[src/rtl/busOwnPkg.sv]
package busOwnPkg;

  typedef enum logic [2:0] {
    S_IDLE,
    S_REQ,
    S_GRANT,
    S_ADDR,
    S_CMD,
    S_WAIT,
    S_RELCMD,
    S_RELBUS
  } ownState_t;

  // control -> datapath strobes
  typedef struct packed {
    logic load;      // latch a new transfer
    logic capLow;    // low lane into rdData[lo]
    logic capHigh;   // low lane into rdData[hi]
    logic capFull;   // whole bus into rdData
    logic nextHalf;  // move to second byte command
  } dpStrobe_t;

endpackage

[src/rtl/busOwnData.sv]
module busOwnData
  import busOwnPkg::*;
#(
  parameter int ADDR_W = 24,
  parameter int DATA_W = 16
) (
  input  logic              clk,
  input  logic              rst,
  input  dpStrobe_t         strobe,
  input  logic              reqWrite,
  input  logic              reqIo,
  input  logic              reqWide,
  input  logic [ADDR_W-1:0] reqAddr,
  input  logic [DATA_W-1:0] reqWdata,
  input  logic [DATA_W-1:0] busDataIn,
  output logic              xferWrite,
  output logic              xferIo,
  output logic              xferWide,
  output logic              secondHalf,
  output logic [ADDR_W-1:0] busAddr,
  output logic [DATA_W-1:0] busDataOut,
  output logic [DATA_W-1:0] rdData
);

  localparam int LANE_W = DATA_W / 2;

  logic [ADDR_W-1:0] addrQ;
  logic [DATA_W-1:0] wdataQ;
  logic [DATA_W-1:0] rdQ;
  logic              writeQ, ioQ, wideQ, secondQ;

  always_ff @(posedge clk or posedge rst) begin
    if (rst) begin
      addrQ   <= '0;
      wdataQ  <= '0;
      writeQ  <= 1'b0;
      ioQ     <= 1'b0;
      wideQ   <= 1'b0;
      secondQ <= 1'b0;
    end else if (strobe.load) begin
      addrQ   <= reqAddr;
      wdataQ  <= reqWdata;
      writeQ  <= reqWrite;
      ioQ     <= reqIo;
      wideQ   <= reqWide;
      secondQ <= 1'b0;
    end else if (strobe.nextHalf) begin
      secondQ <= 1'b1;
    end
  end

  always_ff @(posedge clk or posedge rst) begin
    if (rst) begin
      rdQ <= '0;
    end else if (strobe.load) begin
      rdQ <= '0;
    end else if (strobe.capFull) begin
      rdQ <= busDataIn;
    end else if (strobe.capLow) begin
      rdQ[LANE_W-1:0] <= busDataIn[LANE_W-1:0];
    end else if (strobe.capHigh) begin
      rdQ[DATA_W-1:LANE_W] <= busDataIn[LANE_W-1:0];
    end
  end

  // second byte command targets the next address, upper byte on low lane
  assign busAddr    = addrQ + ADDR_W'(secondQ);
  assign busDataOut = {wdataQ[DATA_W-1:LANE_W],
                       secondQ ? wdataQ[DATA_W-1:LANE_W] : wdataQ[LANE_W-1:0]};
  assign rdData     = rdQ;
  assign xferWrite  = writeQ;
  assign xferIo     = ioQ;
  assign xferWide   = wideQ;
  assign secondHalf = secondQ;

endmodule

[src/rtl/busOwnCtrl.sv]
module busOwnCtrl
  import busOwnPkg::*;
(
  input  logic      clk,
  input  logic      rst,
  input  logic      reqValid,
  input  logic      dackN,
  input  logic      chanReady,
  input  logic      cs16N,
  input  logic      xferWrite,
  input  logic      xferIo,
  input  logic      xferWide,
  input  logic      secondHalf,
  output dpStrobe_t strobe,
  output logic      drqOut,
  output logic      masterN,
  output logic      addrOe,
  output logic      dataOe,
  output logic      hiByteEnN,
  output logic      memRdN,
  output logic      memWrN,
  output logic      ioRdN,
  output logic      ioWrN,
  output logic      done
);

  ownState_t state, nextState;
  logic      doneQ;
  logic      cmdOn;
  logic      busOwned;
  logic      addrPhase;

  always_ff @(posedge clk or posedge rst) begin
    if (rst) begin
      state <= S_IDLE;
      doneQ <= 1'b0;
    end else begin
      state <= nextState;
      doneQ <= (state == S_RELBUS);
    end
  end

  always_comb begin
    nextState = state;
    strobe    = '0;
    unique case (state)
      S_IDLE: begin
        if (reqValid) begin
          strobe.load = 1'b1;
          nextState   = S_REQ;
        end
      end
      S_REQ:   if (!dackN) nextState = S_GRANT;
      S_GRANT: nextState = S_ADDR;
      S_ADDR:  nextState = S_CMD;
      S_CMD, S_WAIT: begin
        if (!chanReady) begin
          nextState = S_WAIT;
        end else if (xferWide && !secondHalf && cs16N) begin
          strobe.capLow   = 1'b1;
          strobe.nextHalf = 1'b1;
          nextState       = S_ADDR;
        end else begin
          if (xferWide && !secondHalf) strobe.capFull = 1'b1;
          else if (secondHalf)         strobe.capHigh = 1'b1;
          else                         strobe.capLow  = 1'b1;
          nextState = S_RELCMD;
        end
      end
      S_RELCMD: nextState = S_RELBUS;
      S_RELBUS: nextState = S_IDLE;
      default:  nextState = S_IDLE;
    endcase
  end

  assign busOwned  = (state != S_IDLE) && (state != S_REQ);
  assign addrPhase = (state == S_ADDR) || (state == S_CMD) ||
                     (state == S_WAIT) || (state == S_RELCMD);
  assign cmdOn     = (state == S_CMD) || (state == S_WAIT);

  assign drqOut    = (state != S_IDLE);
  assign masterN   = !busOwned;
  assign addrOe    = addrPhase;
  assign dataOe    = addrPhase && xferWrite;
  assign hiByteEnN = !(addrPhase && xferWide && !secondHalf);
  assign memRdN    = !(cmdOn && !xferIo && !xferWrite);
  assign memWrN    = !(cmdOn && !xferIo &&  xferWrite);
  assign ioRdN     = !(cmdOn &&  xferIo && !xferWrite);
  assign ioWrN     = !(cmdOn &&  xferIo &&  xferWrite);
  assign done      = doneQ;

endmodule

[src/rtl/busOwnerSeq.sv]
module busOwnerSeq
  import busOwnPkg::*;
#(
  parameter int ADDR_W = 24,
  parameter int DATA_W = 16
) (
  input  logic              clk,
  input  logic              rst,
  input  logic              reqValid,
  input  logic              reqWrite,
  input  logic              reqIo,
  input  logic              reqWide,
  input  logic [ADDR_W-1:0] reqAddr,
  input  logic [DATA_W-1:0] reqWdata,
  output logic              done,
  output logic [DATA_W-1:0] rdData,
  output logic              drqOut,
  input  logic              dackN,
  output logic              masterN,
  output logic              addrOe,
  output logic [ADDR_W-1:0] busAddr,
  output logic              hiByteEnN,
  output logic              dataOe,
  output logic [DATA_W-1:0] busDataOut,
  input  logic [DATA_W-1:0] busDataIn,
  output logic              memRdN,
  output logic              memWrN,
  output logic              ioRdN,
  output logic              ioWrN,
  input  logic              chanReady,
  input  logic              cs16N
);

  dpStrobe_t strobe;
  logic      xferWrite, xferIo, xferWide, secondHalf;

  busOwnCtrl u_ctrl (
    .clk       (clk),
    .rst       (rst),
    .reqValid  (reqValid),
    .dackN     (dackN),
    .chanReady (chanReady),
    .cs16N     (cs16N),
    .xferWrite (xferWrite),
    .xferIo    (xferIo),
    .xferWide  (xferWide),
    .secondHalf(secondHalf),
    .strobe    (strobe),
    .drqOut    (drqOut),
    .masterN   (masterN),
    .addrOe    (addrOe),
    .dataOe    (dataOe),
    .hiByteEnN (hiByteEnN),
    .memRdN    (memRdN),
    .memWrN    (memWrN),
    .ioRdN     (ioRdN),
    .ioWrN     (ioWrN),
    .done      (done)
  );

  busOwnData #(
    .ADDR_W(ADDR_W),
    .DATA_W(DATA_W)
  ) u_data (
    .clk       (clk),
    .rst       (rst),
    .strobe    (strobe),
    .reqWrite  (reqWrite),
    .reqIo     (reqIo),
    .reqWide   (reqWide),
    .reqAddr   (reqAddr),
    .reqWdata  (reqWdata),
    .busDataIn (busDataIn),
    .xferWrite (xferWrite),
    .xferIo    (xferIo),
    .xferWide  (xferWide),
    .secondHalf(secondHalf),
    .busAddr   (busAddr),
    .busDataOut(busDataOut),
    .rdData    (rdData)
  );

endmodule

[config.mk]
export PLATFORM = sky130hd
export DESIGN_NAME = busOwnerSeq
export DESIGN_NICKNAME = d
export VERILOG_FILES = /design/src/rtl/busOwnPkg.sv /design/src/rtl/busOwnData.sv /design/src/rtl/busOwnCtrl.sv /design/src/rtl/busOwnerSeq.sv
export SDC_FILE = /design/constraint.sdc
export NUM_CORES = 1
export LEC_CHECK = 0
export CAP_MARGIN = 30
export CORE_ASPECT_RATIO = 1.1
export CORE_MARGIN = 2
export CORE_UTILIZATION = 44
export CTS_CLUSTER_SIZE = 10
export DETAILED_ROUTE_END_ITERATION = 10
export PLACE_DENSITY_LB_ADDON = 0.25
export SYNTH_ARGS = -nofsm -noshare
export SYNTH_HDL_FRONTEND = slang
export SYNTH_SLANG_ARGS = --single-unit
[constraint.sdc]
create_clock -name clk -period 2.26 [get_ports clk]
set_input_delay 0.226 -clock clk [delete_from_list [all_inputs] [get_ports clk]]
set_output_delay 0.226 -clock clk [all_outputs]
set_load 0.01 [all_outputs]
==> Word level (Yosys, flattened, before mapping) <==
Cells that the tools add are included.
{ "classes": {"add_sub_neg": 1, "n_eq_ne": 11, "n_mux": 24, "n_reduce_logical": 33} }
{ "op_table": {"columns": ["cell", "n"], "rows": [
  ["two-way mux 16 bit", 2],
  ["two-way mux 8 bit", 4],
  ["adder 24 x 1 -> 24 bit", 1],
  ["case mux 3 bit (7 select lines)", 1],
  ["== test 3 bit, second input constant", 4],
  ["logical AND 1 bit", 12],
  ["two-way mux 3 bit", 4],
  ["logical NOT 1 bit", 9],
  ["two-way mux 1 bit", 9],
  ["nonzero test 3 bit", 3],
  ["two-way mux 4 bit", 2],
  ["== test 3 x 2 -> 1 bit, second input constant", 2],
  ["logical OR 1 bit", 4],
  ["two-way mux 2 bit", 2],
  ["inequality test 2 bit, second input constant", 2],
  ["AND reduction 2 bit", 2],
  ["== test 3 x 1 -> 1 bit, second input constant", 1],
  ["logical NOT 3 bit", 1],
  ["inequality test 3 x 1 -> 1 bit, second input constant", 1],
  ["inequality test 3 x 2 -> 1 bit, second input constant", 1],
  ["nonzero test 2 bit", 1],
  ["OR reduction 2 bit", 1]
]} }
{ "totals": {"register_bits": 64, "in_bits": 65} }

==> Logic depth before layout (Yosys ltp) <==
Gate-level depths: netlist of the first run.
{ "logic_depth": {"depth_word": 10, "mapped_depth": 7} }

==> Cells and area by module <==
A second synthesis of the first run with hierarchy kept.
{ "unflattened": {"hier_cells": 289, "hier_area_um2": 3310.7} }
{ "by_module_without_submodules": {"columns": ["mod", "n_inst", "cells_each", "area_each_um2", "seq_area_each_um2"], "rows": [
  ["busOwnData", 1, 248, 2976.6, 1501.4],
  ["busOwnCtrl", 1, 41, 334.1, 100.1]
]} }

==> Worst setup path after synthesis of the first run <==
Ideal clock, no wire load.
{ "synth_path": {"path_type": "register to output", "startpoint": "reg u_data.secondQ, in the netlist u_data.secondHalf", "endpoint": "out busAddr[20]", "arrival_time_ns": 1.596, "path_slack_ns": 0.438, "path_stages_with_launch": 7, "n_path_buf": 0, "cell_sequence": "dfrtp_1 > ha_1 > ha_1 > nand4_2 > nor4_4 > nand3_1 > xnor2_1"} }
{ "synth_via": {"elab_chain_len": 1} }
{ "synth_lines": {"columns": ["item", "line", "text"], "rows": [
  ["start, declared", "busOwnData.sv:30", "logic writeQ, ioQ, wideQ, secondQ;"],
  ["start signal, assigned", "busOwnData.sv:39", "secondQ <= 1'b0;"],
  ["start signal, assigned", "busOwnData.sv:46", "secondQ <= 1'b0;"],
  ["start signal, assigned", "busOwnData.sv:48", "secondQ <= 1'b1;"],
  ["adder 24 x 1 -> 24 bit", "busOwnData.sv:67", "assign busAddr = addrQ + ADDR_W'(secondQ);"],
  ["end, declared", "busOwnerSeq.sv:21", "output logic [ADDR_W-1:0] busAddr,"]
]} }
No other way between the ends.

==> Worst setup path in the final report of the first run <==
{ "layout_path": {"startpoint": "reg u_data.addrQ[0]", "endpoint": "out busAddr[18]"} }
{ "layout_via": {"elab_chain_len": 1} }
{ "layout_lines": {"columns": ["item", "line", "text"], "rows": [
  ["start, declared", "busOwnData.sv:27", "logic [ADDR_W-1:0] addrQ;"],
  ["start signal, assigned", "busOwnData.sv:41", "addrQ <= reqAddr;"],
  ["adder 24 x 1 -> 24 bit", "busOwnData.sv:67", null]
]} }
No other way between the ends.

==> impl_results.md, run 1 <==
- Status: complete, but fails checks
- Violations in the final reports: negative setup slack
- Global-route wire length before repair: 14280 um
- Syn nets: 445
- DRT iter0 DRCs: 116
- Post-CTS Hold Fix Bufs: 0
- Post-Layout Inst Area: 4916 um2
- Hold WC Path Type: in2async
- # IOs: 131
- RePlAce Congestion: 0.8325
- Row count: 33
- Crit share post-route: 1.003
- Clock buffer count from CTS: 9
- Initial core utilization: 0.4472
- Deepest level of the CTS H-tree: 3
- Element type at the critical path end: output pin
- Max Freq: 441.3 MHz
- Routed wire per std cell: 14.61 um
- Filler Cells Inserted: 621
- Via count of the first global-routing pass: 3065
- Number of slew-limit violations in the final report: 0
- Number of hold violations in the final report: 0
- Dpl hpwl: 5988 um
- Power density over the cells: 1173 nW/um2
- Die width: 86.41 um
- Nets@finish: 580
- Primary flip-flop cell chosen by synthesis mapping: dfrtp_1
- Largest net degree at the start of global routing: 65
- GR Util All Layers: 0.2256
- Startpoint Class: flop
- Die footprint: 8179 um2
- Area of the core region: 7350 um2
- Layout Area Growth over Synthesis: 49.56%
- Largest fanout on the critical path: 3
- Number of flops mapped to enable cells by yosys: 0
- Antenna Nets Post-Route: 0
- Clock tree sinks: 64
- Most numerous cell on the critical path: ha_4
- RSZ-0062 raised after global routing: yes
- Aggregate global routing overflow: 0
- Number of distinct library cells after synthesis: 36
- Post-synthesis sequential element count: 64
- Worst rel slew slack: 0.6492
- Cell Area, Synth: 3287 um2
- Mapped Cells: 378
- Async set-reset flop share out of synthesis: 1.000
- Clock Tree Root: clkbuf_8
- Antenna cell count: 0
- Antenna violations before repair: 0
- Average cell area after synthesis: 8.696 um2
- 1st-pass router iterations: 4
- DRC violation count after routing: 0
- Maximum clock path buffer count: 2
- Final wirelength: 8827 um
- Clock tree from TritonCTS: yes
- Maximum cell stage delay along the critical path: 0.39 ns
- Layout Utilization: 0.6689
- Top area cells in the synthesized netlist: dfrtp_1, nand2_1, xnor2_1
- Total cell area at the placement stage: 4624 um2
- Source-to-sink clock delay at the later pin of the worst-skew pair: 0.34 ns
- Via-to-Cell Ratio: 5.026
- Data required time of the worst path: 2.03 ns
- Crit path kind: reg2out
- Yosys warning total: 0
- Leading area contributor after synthesis: dfrtp_1
- Slew of the pin with the lowest slew margin: 0.5263 ns
- Clock slew at the register clock pins of the worst setup and hold paths: 0.06 ns
- Share of post-route cells with drive strength above 1: 0.1605
- Peak supply drop: 0.0007747 V
- Port buffer count: 130
- Vertical die dimension: 94.65 um
- Standby leakage power: 2.291 nW
- Period minus WS final: 2.266 ns
- Via Count: 3036
- Max Clock Skew: 0.007848 ns
- Total of max-cap violations: 0
- Critical Path Slowest Stage Cell: dfrtp_1
- Data arrival, critical path: 2.04 ns
- Crit path setup slack, layout: -0.005790 ns
- Share of the yosys chip area belonging to registers: 0.4872
- Top cell type's share of synthesized area: 0.4872
- Number of setup violations in the final report: 2
- Worst reg-to-reg setup slack: 0.61 ns
- Critical-path cell list: ha_4 -> ha_4 -> nand4_4 -> nor4_4 -> buf_4 -> nand3_1 -> xnor2_1 -> clkbuf_2
-- final cells by class --
cell class,count,area (um2),area share
flip-flops and latches,64,1610,0.3276
clock inverters,5,25.02,0.005090
clock buffers,10,127.6,0.02596
well taps,87,108.9,0.02214
inverters,5,18.77,0.003818
repair buffers,151,1430,0.2909
multi-input cells,282,1595,0.3245
-- state kept, by name, summed over array words and instances (netlist names) --
register and flops:
u_data.xferIo 1, u_data.rdData 16, u_data.secondHalf 1, u_data.wdataQ 16, u_ctrl.done 1, u_data.xferWide 1, u_data.addrQ 24, u_ctrl.state 3
u_data.xferWrite 1
-- kinds of logic after synthesis --
group | after synthesis | share of synthesized area
AOI/OAI and AO/OA | 33 | 0.06281
xor gates and xnor gates | 24 | 0.06395
adders and majority gates | 2 | 0.007612
buffers and inverters | 32 | 0.05938
DFF | 64 | 0.4872
muxes | 8 | 0.02741
and+or+nand+nor | 215 | 0.2916
-- placed cells by master (no fill, tap or decap), types with 2 or more instances in the layout --
cell | synthesis | layout
and3_2 | 2 | 2
nand3_1 | 13 | 10
xnor2_2 | 0 | 2
clkdlybuf4s50_1 | 0 | 110
buf_2 | 6 | 6
dlygate4sd2_1 | 0 | 7
clkbuf_8 | 0 | 9
clkbuf_2 | 0 | 5
nand2_1 | 155 | 154
nand4_1 | 4 | 4
nor2b_1 | 2 | 2
nor3b_1 | 8 | 8
nand2b_1 | 2 | 2
nor2_4 | 0 | 3
dfrtp_1 | 64 | 57
xor2_1 | 8 | 8
mux2_2 | 8 | 8
buf_6 | 5 | 2
buf_12 | 0 | 2
and2_1 | 3 | 2
nor2_1 | 12 | 7
o2bb2ai_1 | 8 | 8
dfrtp_2 | 0 | 7
o21ai_0 | 12 | 12
inv_1 | 5 | 4
and3_1 | 4 | 4
nand3_2 | 0 | 2
ha_4 | 0 | 2
buf_4 | 8 | 17
nor2_2 | 1 | 3
a21oi_1 | 10 | 10
clkinv_2 | 0 | 5
nand3b_1 | 2 | 2
xnor2_1 | 16 | 14
-- cells in the mapped netlist (2+ instances only) --
| cell | count |
|---|---|
| buf_6 | 5 |
| o2bb2ai_1 | 8 |
| nand2b_1 | 2 |
| ha_1 | 2 |
| and2_1 | 3 |
| nand4_1 | 4 |
| buf_2 | 6 |
| and3_2 | 2 |
| buf_4 | 8 |
| xor2_1 | 8 |
| xnor2_1 | 16 |
| nor3b_1 | 8 |
| clkbuf_1 | 7 |
| inv_1 | 5 |
| o21ai_0 | 12 |
| nor2_1 | 12 |
| mux2_2 | 8 |
| nor2b_1 | 2 |
| and3_1 | 4 |
| nand2_1 | 155 |
| dfrtp_1 | 64 |
| nand3_1 | 13 |
| a21oi_1 | 10 |
| nand3b_1 | 2 |
-- report_power, final --
group / leakage (nW) / switching [mW] / internal (mW)
clock network: 0.0854 / 0.408 / 0.381
registers: 0.808 / 0.518 / 1.65
logic: 1.40 / 1.30 / 1.50
total: 2.29 / 2.23 / 3.54
-- through the flow --
stage | worst slack, ns | TNS (ns) | power, mW | hold WS (ns) | cells
after CTS | 0.01567 | 0 | 5.791 | 0.2823 | 598
after floorplan | 0.4359 | 0 | 3.585 | 0.3314 | 378
after global placement | -0.04183 | -0.2031 | 4.934 | 0.4546 | 578
final | -0.005790 | -0.01071 | 5.765 | 0.2639 | 604
after detailed placement | -0.1129 | -0.6392 | 5.015 | 0.4629 | 578
after global routing | -0.1629 | -0.6343 | 6.219 | 0.2837 | 604
-- final timing paths --
| kind | start | end | cells after the start |
|---|---|---|---|
| worst max-delay path | u_data.addrQ[0] | busAddr[18] | 8 |
| worst min-delay path | rst | u_data.xferWrite | 3 |
| worst max register to register | u_ctrl.state[2] | u_data.rdData[11] | 4 |
| worst min register to register | u_data.wdataQ[5] | u_data.wdataQ[5] | 2 |
| max in group asynchronous | rst | u_data.addrQ[11] | 3 |
| min in group clk | reqAddr[20] | u_data.addrQ[20] | 3 |
-- routing by layer --
layer  part of all wire  GRT usage  routed length (um)
met5                  0          0                   0
met4              0.025     0.1042                 220
met3              0.058    0.05070                 515
met2               0.51     0.3788                4476
met1               0.41     0.2757                3614
-- worst max-delay path: cells and delay by family (launching register included) --
| family | cells | cell delay [ns] |
|---|---|---|
| and+or+nand+nor | 3 | 0.50 |
| xor gates and xnor gates | 1 | 0.17 |
| adders and majority gates | 2 | 0.31 |
| DFF | 1 | 0.39 |
| buffers and inverters | 2 | 0.32 |
-- repair_timing --
item                                    in CTS  in global routing
pin swaps                                    3                  8
endpoints found under the setup margin      19                 11
buffers inserted                             5                  6
resized for setup                           43                 35
No activity file was read; power rests on OpenSTA's default activity.
==> inputs of run 2 (changes only) <==
- SETUP_SLACK_MARGIN: unset -> 0.5
- TNS_END_PERCENT: unset -> 30
==> run 2 against run 1 <==
The run now ends clean. Register-to-register slack got worse by 0.20 ns. Non-clock buffer count rose by 16. Die area did not move.
==> impl_results.md, run 2 (synthesis gave the netlist of run 1 again) <==
- Share of post-route cells with drive strength above 1: 0.2135 (+0.05294)
- Max Freq: 465.0 MHz (+5.4%)
- Status: completed
- Startpoint Class: flop
- Routed wire per std cell: 15.19 um (+3.9%)
- Number of hold violations in the final report: 0 (unchanged)
- Port buffer count: 130 (unchanged)
- Row count: 33 (unchanged)
- Top library cells by usage in the layout, fill and taps aside: nand2_1, clkdlybuf4s50_1, dfrtp_1, buf_4, buf_2
- Area of the core region: 7350 um2 (unchanged)
- Critical Path Slowest Stage Cell: dfrtp_1
- Die footprint: 8179 um2 (unchanged)
- WHS: 0.3292 ns (+0.06534 ns)
- Global-route wire length before repair: 14190 um (-0.63%)
- Die width: 86.41 um (unchanged)
- Number of slew-limit violations in the final report: 0 (unchanged)
- Antenna cell count: 0 (unchanged)
- Critical-path cell list: ha_4 -> ha_4 -> nand4_4 -> nor4_4 -> buf_4 -> buf_6 -> xor2_1 -> buf_2
- Aggregate global routing overflow: 0 (unchanged)
- Power density over the cells: 1249 nW/um2 (+6.5%)
- Vertical die dimension: 94.65 um (unchanged)
- Via count of the first global-routing pass: 2961 (-3.4%)
- Max Clock Skew: 0.01132 ns (+0.003472 ns)
- Antenna Nets Post-Route: 0 (unchanged)
- DRC violation count after routing: 0 (unchanged)
- Most frequent standard cell in the layout excluding fill and tap cells: nand2_1
- Worst reg-to-reg path cell count: 5 (+1)
- Hold WC Path Type: in2async
- Clock tree from TritonCTS: yes
- Number of cells in the design after placement: 582 (+0.69%)
- Crit share post-route: 0.9516 (-0.05094)
- Period minus WS final: 2.151 ns (-0.1151 ns)
- Dpl hpwl: 6334 um (+5.8%)
- Maximum clock path buffer count: 2 (unchanged)
- Filler Cells Inserted: 568 (-8.5%)
- Total of max-cap violations: 0 (unchanged)
- # IOs: 131 (unchanged)
- Most numerous cell on the critical path: ha_4
- RePlAce Congestion: 0.8639 (+3.8%)
- Data arrival, critical path: 1.92 ns (-0.12 ns)
- GR Util All Layers: 0.2227 (-0.002939)
- Data required time of the worst path: 2.03 ns (about the same)
- Largest register by flop count: u_data.addrQ
- Slew of the pin with the lowest slew margin: 0.5248 ns (-0.001455 ns)
- RSZ-0062 raised after global routing: yes
- Worst rel slew slack: 0.6489 (about the same)
- Clock slew at the register clock pins of the worst setup and hold paths: 0.07 ns (about the same)
- Source-to-sink clock delay at the later pin of the worst-skew pair: 0.34 ns (about the same)
- Nets@finish: 596 (+2.8%)
- Via-to-Cell Ratio: 5.058 (+0.63%)
- 1st-pass router iterations: 4 (unchanged)
- DRT iter0 DRCs: 134 (+16%)
- Initial core utilization: 0.4472 (unchanged)
- Clock Tree Root: clkbuf_8
- Layout Area Growth over Synthesis: 58.93%
- Via Count: 3141 (+3.5%)
- Largest net degree at the start of global routing: 65 (unchanged)
- Maximum cell stage delay along the critical path: 0.39 ns (about the same)
- Final wirelength: 9430 um (+6.8%)
- Element type at the critical path end: output pin
- Deepest level of the CTS H-tree: 3 (unchanged)
- Standby leakage power: 2.535 nW (+11%)
- Number of flip-flops in the largest register: 24 (unchanged)
- Antenna violations before repair: 0 (unchanged)
- Peak supply drop: 0.0008235 V (+6.3%)
- Largest fanout on the critical path: 3 (unchanged)
- Clock buffer count from CTS: 9 (unchanged)
- Clock tree sinks: 64 (unchanged)
- Number of setup violations in the final report: 0 (-2)
- Post-route non-filler standard cell count: 621 (+2.8%)
- Crit path kind: reg2out
==> run 2: cell types whose count changed in the layout (fill, tap and decap cells not counted), sizes merged <==
cell	change
clkinvlp	+3
bufinv	+4
clkdlybuf4s15	+3
inv	-1
buf	+23
dlygate4sd2	-6
clkdlybuf4s50	-13
clkbuf	-3
dlymetal6s2s	+11
clkinv	-4
==> run 2: final cells by class <==
| class | count | area (um2) | area share |
|---|---|---|---|
| Clock buffer | 9 | 123.9 | 0.02371 |
| Clock inverter | 7 | 143.9 | 0.02754 |
| Inverter | 5 | 22.52 | 0.004311 |
| Multi-Input combinational cell | 282 | 1618 | 0.3097 |
| Sequential cell | 64 | 1609 | 0.3080 |
| Tap cell | 87 | 108.9 | 0.02084 |
| Timing Repair Buffer | 167 | 1598 | 0.3059 |
==> run 2: worst paths after layout <==
check	from	endpoint	slack (ns)
worst max-delay path	u_data.addrQ[0]	busAddr[16]	0.11
worst min register to register	u_data.wdataQ[3]	u_data.wdataQ[3]	0.48
min in group clk	reqAddr[9]	u_data.addrQ[9]	0.41
max in group asynchronous	rst	u_data.addrQ[2]	1.66
worst max register to register	u_ctrl.state[0]	u_data.addrQ[12]	0.41
worst min-delay path	rst	u_ctrl.state[1]	0.33
==> run 2: where the power goes <==
part,leakage (nW),switching [mW],internal (mW)
combinational,1.60,1.45,1.67
clock,0.126,0.456,0.846
sequential,0.810,0.458,1.65
==> run 2: metrics by stage <==
| step | utilization | cell area (um2) | power (mW) | setup slack (ns) | TNS (ns) |
|---|---|---|---|---|---|
| 2_1_floorplan | - | 3291 | 3.586 | 0.4382 | 0 |
| 5_1_grt | 0.7108 | 5224 | 6.933 | 0.03850 | 0 |
| 3_5_place_dp | 0.6338 | 4658 | 5.050 | -0.1221 | -0.7048 |
| 4_1_cts | 0.6835 | 5024 | 6.365 | 0.1346 | 0 |
| 6_report | 0.7108 | 5224 | 6.526 | 0.1093 | 0 |
| 3_3_place_gp | 0.6338 | 4658 | 4.971 | -0.03899 | -0.1579 |
==> run 2: layer usage <==
metal	part of all wire	track usage	wire (um)
met2	0.52	0.3795	4890
met1	0.41	0.2790	3871
met5	0	0	0
met4	0.017	0.08984	157
met3	0.054	0.04021	509
==> run 2: repair_timing <==
action / 4_1_cts / 5_1_grt
gates resized for setup: 95 / 32
buffers inserted: 11 / 11
cloned: 0 / 1
setup endpoints to repair: 69 / 99
hold buffers: 0 / 0
pin swaps: 16 / 11
==> run 2: critical path: cells and delay by family (launching register included) <==
kind	cells	cell delay, ns
DFF	1	0.39
and+or+nand+nor	2	0.29
xor gates and xnor gates	1	0.15
adders and majority gates	2	0.31
buffers and inverters	3	0.44
==> inputs of run 3 (changes only) <==
- REMOVE_ABC_BUFFERS: unset -> 1
==> run 3 against run 2 <==
Utilization is 1.8 points lower. Non-clock buffer count is 8 lower. Worst hold slack worse by 0.13 ns. Combinational power is 7.7% lower. Via count is 4.1% lower. Cell area is 2.5% lower. Sequential share of layout area is 0.79 points higher. Clock skew is 0.0058 ns lower. First-iteration DRC count is 18% lower. Register-to-register slack better by 0.28 ns. Setup slack worse by 0.075 ns.
==> impl_results.md, run 3 (synthesis gave the netlist of run 1 again) <==
- Clock tree sinks: 64 (unchanged)
- Largest register by flop count: u_data.addrQ
- Maximum clock path buffer count: 2 (unchanged)
- Total cell area at the placement stage: 4677 um2 (+0.40%)
- Row count: 33 (unchanged)
- RSZ-0062 raised after global routing: yes
- Status: completed
- Clock slew at the register clock pins of the worst setup and hold paths: 0.07 ns (about the same)
- Crit path setup slack, layout: 0.03430 ns (-0.07503 ns)
- Largest fanout on the critical path: 3 (unchanged)
- Top library cells by usage in the layout, fill and taps aside: nand2_1, clkdlybuf4s50_1, dfrtp_1, buf_4, buf_2
- Die width: 86.41 um (unchanged)
- Aggregate global routing overflow: 0 (unchanged)
- Nets@finish: 588 (-1.3%)
- 1st-pass router iterations: 4 (unchanged)
- Number of setup violations in the final report: 0 (unchanged)
- Global-route wire length before repair: 13800 um (-2.7%)
- Via-to-Cell Ratio: 4.914 (-2.9%)
- Via count of the first global-routing pass: 3035 (+2.5%)
- RePlAce Congestion: 0.9350 (+8.2%)
- Total of max-cap violations: 0 (unchanged)
- Standby leakage power: 2.443 nW (-3.6%)
- Worst rel slew slack: 0.7091 (+0.06019)
- Max Clock Skew: 0.005525 ns (-0.005794 ns)
- Power density over the cells: 1198 nW/um2 (-4.1%)
- Final wirelength: 8591 um (-8.9%)
- Number of hold violations in the final report: 0 (unchanged)
- Die footprint: 8179 um2 (unchanged)
- Source-to-sink clock delay at the later pin of the worst-skew pair: 0.33 ns (about the same)
- Crit share post-route: 0.9848 (+0.03320)
- Most frequent standard cell in the layout excluding fill and tap cells: nand2_1
- Clock tree from TritonCTS: yes
- Slew of the pin with the lowest slew margin: 0.4351 ns (-0.08974 ns)
- Largest net degree at the start of global routing: 38 (-42%)
- Antenna Nets Post-Route: 0 (unchanged)
- Dpl hpwl: 6096 um (-3.8%)
- Clock buffer count from CTS: 9 (unchanged)
- Data arrival, critical path: 2.00 ns (+0.08 ns)
- Pre-CTS WS: -0.1268 ns (-0.004712 ns)
- Layout Area Growth over Synthesis: 54.97%
- # IOs: 131 (unchanged)
- Vertical die dimension: 94.65 um (unchanged)
- Global Route met3 Usage: 0.05420 (+0.01399)
- Most used routing layer: met2
- Hold WC Path Type: in2async
- Number of flip-flops in the largest register: 24 (unchanged)
- Element type at the critical path end: output pin
- Deepest level of the CTS H-tree: 3 (unchanged)
- Period minus WS final: 2.226 ns (+0.07503 ns)
- DRT iter0 DRCs: 110 (-18%)
- Met1 global-route usage: 0.2638 (-0.01518)
- Routed wire per std cell: 14.01 um (-7.7%)
- Post-Layout Inst Area: 5094 um2 (-2.5%)
- Data required time of the worst path: 2.03 ns (about the same)
- Antenna cell count: 0 (unchanged)
- GR Util All Layers: 0.2133 (-0.009361)
- Antenna violations before repair: 0 (unchanged)
- Area of the core region: 7350 um2 (unchanged)
- Share of post-route cells with drive strength above 1: 0.2110 (-0.002457)
- Final TNS setup: 0 ns (unchanged)
- DRC violation count after routing: 0 (unchanged)
- Number of slew-limit violations in the final report: 0 (unchanged)
- Layout Utilization: 0.6931 (-0.01771)
- Clock Tree Root: clkbuf_8
- Max Freq: 449.3 MHz (-3.4%)
- Peak supply drop: 0.0006953 V (-16%)
- Crit path kind: reg2out
- Port buffer count: 130 (unchanged)
- WHS: 0.1975 ns (-0.1317 ns)
- Routing usage on met2: 0.3532 (-0.02628)
- Via Count: 3012 (-4.1%)
- Startpoint Class: flop
- Initial core utilization: 0.4472 (unchanged)
## run 3: changes by cell type in the layout (fill, tap and decap cells not counted), sizes merged
cell / before / now
buf: 50 / 47
bufinv: 4 / 2
clkbuf: 12 / 13
clkdlybuf4s15: 4 / 0
clkdlybuf4s50: 97 / 98
clkinv: 1 / 3
clkinvlp: 3 / 1
dlymetal6s2s: 12 / 10
inv: 4 / 5
## run 3: stage by stage
| stage | std cells | total power [mW] |
|---|---|---|
| global route | 613 | 6.540 |
| detailed placement | 585 | 5.037 |
| global placement | 585 | 4.965 |
| floorplan | 351 | 3.397 |
| finish | 613 | 6.104 |
| CTS | 608 | 6.045 |
## run 3: path summary, 6_finish.rpt
path / start / to / slack [ns] / cells past startpoint
max reg2reg: u_ctrl.state[1] / u_data.rdData[14] / 0.69 / 4
max: u_data.addrQ[0] / busAddr[20] / 0.03 / 9
min: rst / u_data.addrQ[16] / 0.20 / 2
min reg2reg: u_data.wdataQ[6] / u_data.wdataQ[6] / 0.47 / 2
min in group clk: reqAddr[4] / u_data.addrQ[4] / 0.42 / 3
max in group asynchronous: rst / u_data.addrQ[2] / 1.54 / 3
## run 3: metal layers
metal | wire [um] | up-vias
li1 | - | 1501
met1 | 3580 | 1398
met2 | 4247 | 97
met3 | 573 | 16
met4 | 189 | 0
met5 | 0 | -
## run 3: timing repair
item / 4_1_cts / 5_1_grt
gates resized for setup: 71 / 63
buffers inserted: 7 / 5
pin swaps: 13 / 7
endpoints found under the setup margin: 41 / 77
hold buffers: 0 / 0
## run 3: cell type report
type / instances / area [um2]
Inverter: 5 / 18.77
Timing Repair Buffer: 159 / 1483
Multi-Input combinational cell: 282 / 1654
Tap cell: 87 / 108.9
Sequential cell: 64 / 1609
Clock buffer: 10 / 137.6
Clock inverter: 6 / 82.58
Fill cell: 608 / 2256
## run 3: critical path: stages, from the launching register on
cell,delay [ns]
dfrtp_1,0.39
ha_4,0.16
ha_4,0.14
nand4_4,0.13
nor4_4,0.20
buf_4,0.17
buf_6,0.10
nand3_4,0.07
xnor2_2,0.16
buf_2,0.15
## run 3: where the power goes
part | switching (mW) | internal, mW | total, mW | leakage [nW]
sequential | 0.495 | 1.65 | 2.15 | 0.810
combinational | 1.33 | 1.55 | 2.88 | 1.52
clock | 0.433 | 0.645 | 1.08 | 0.112
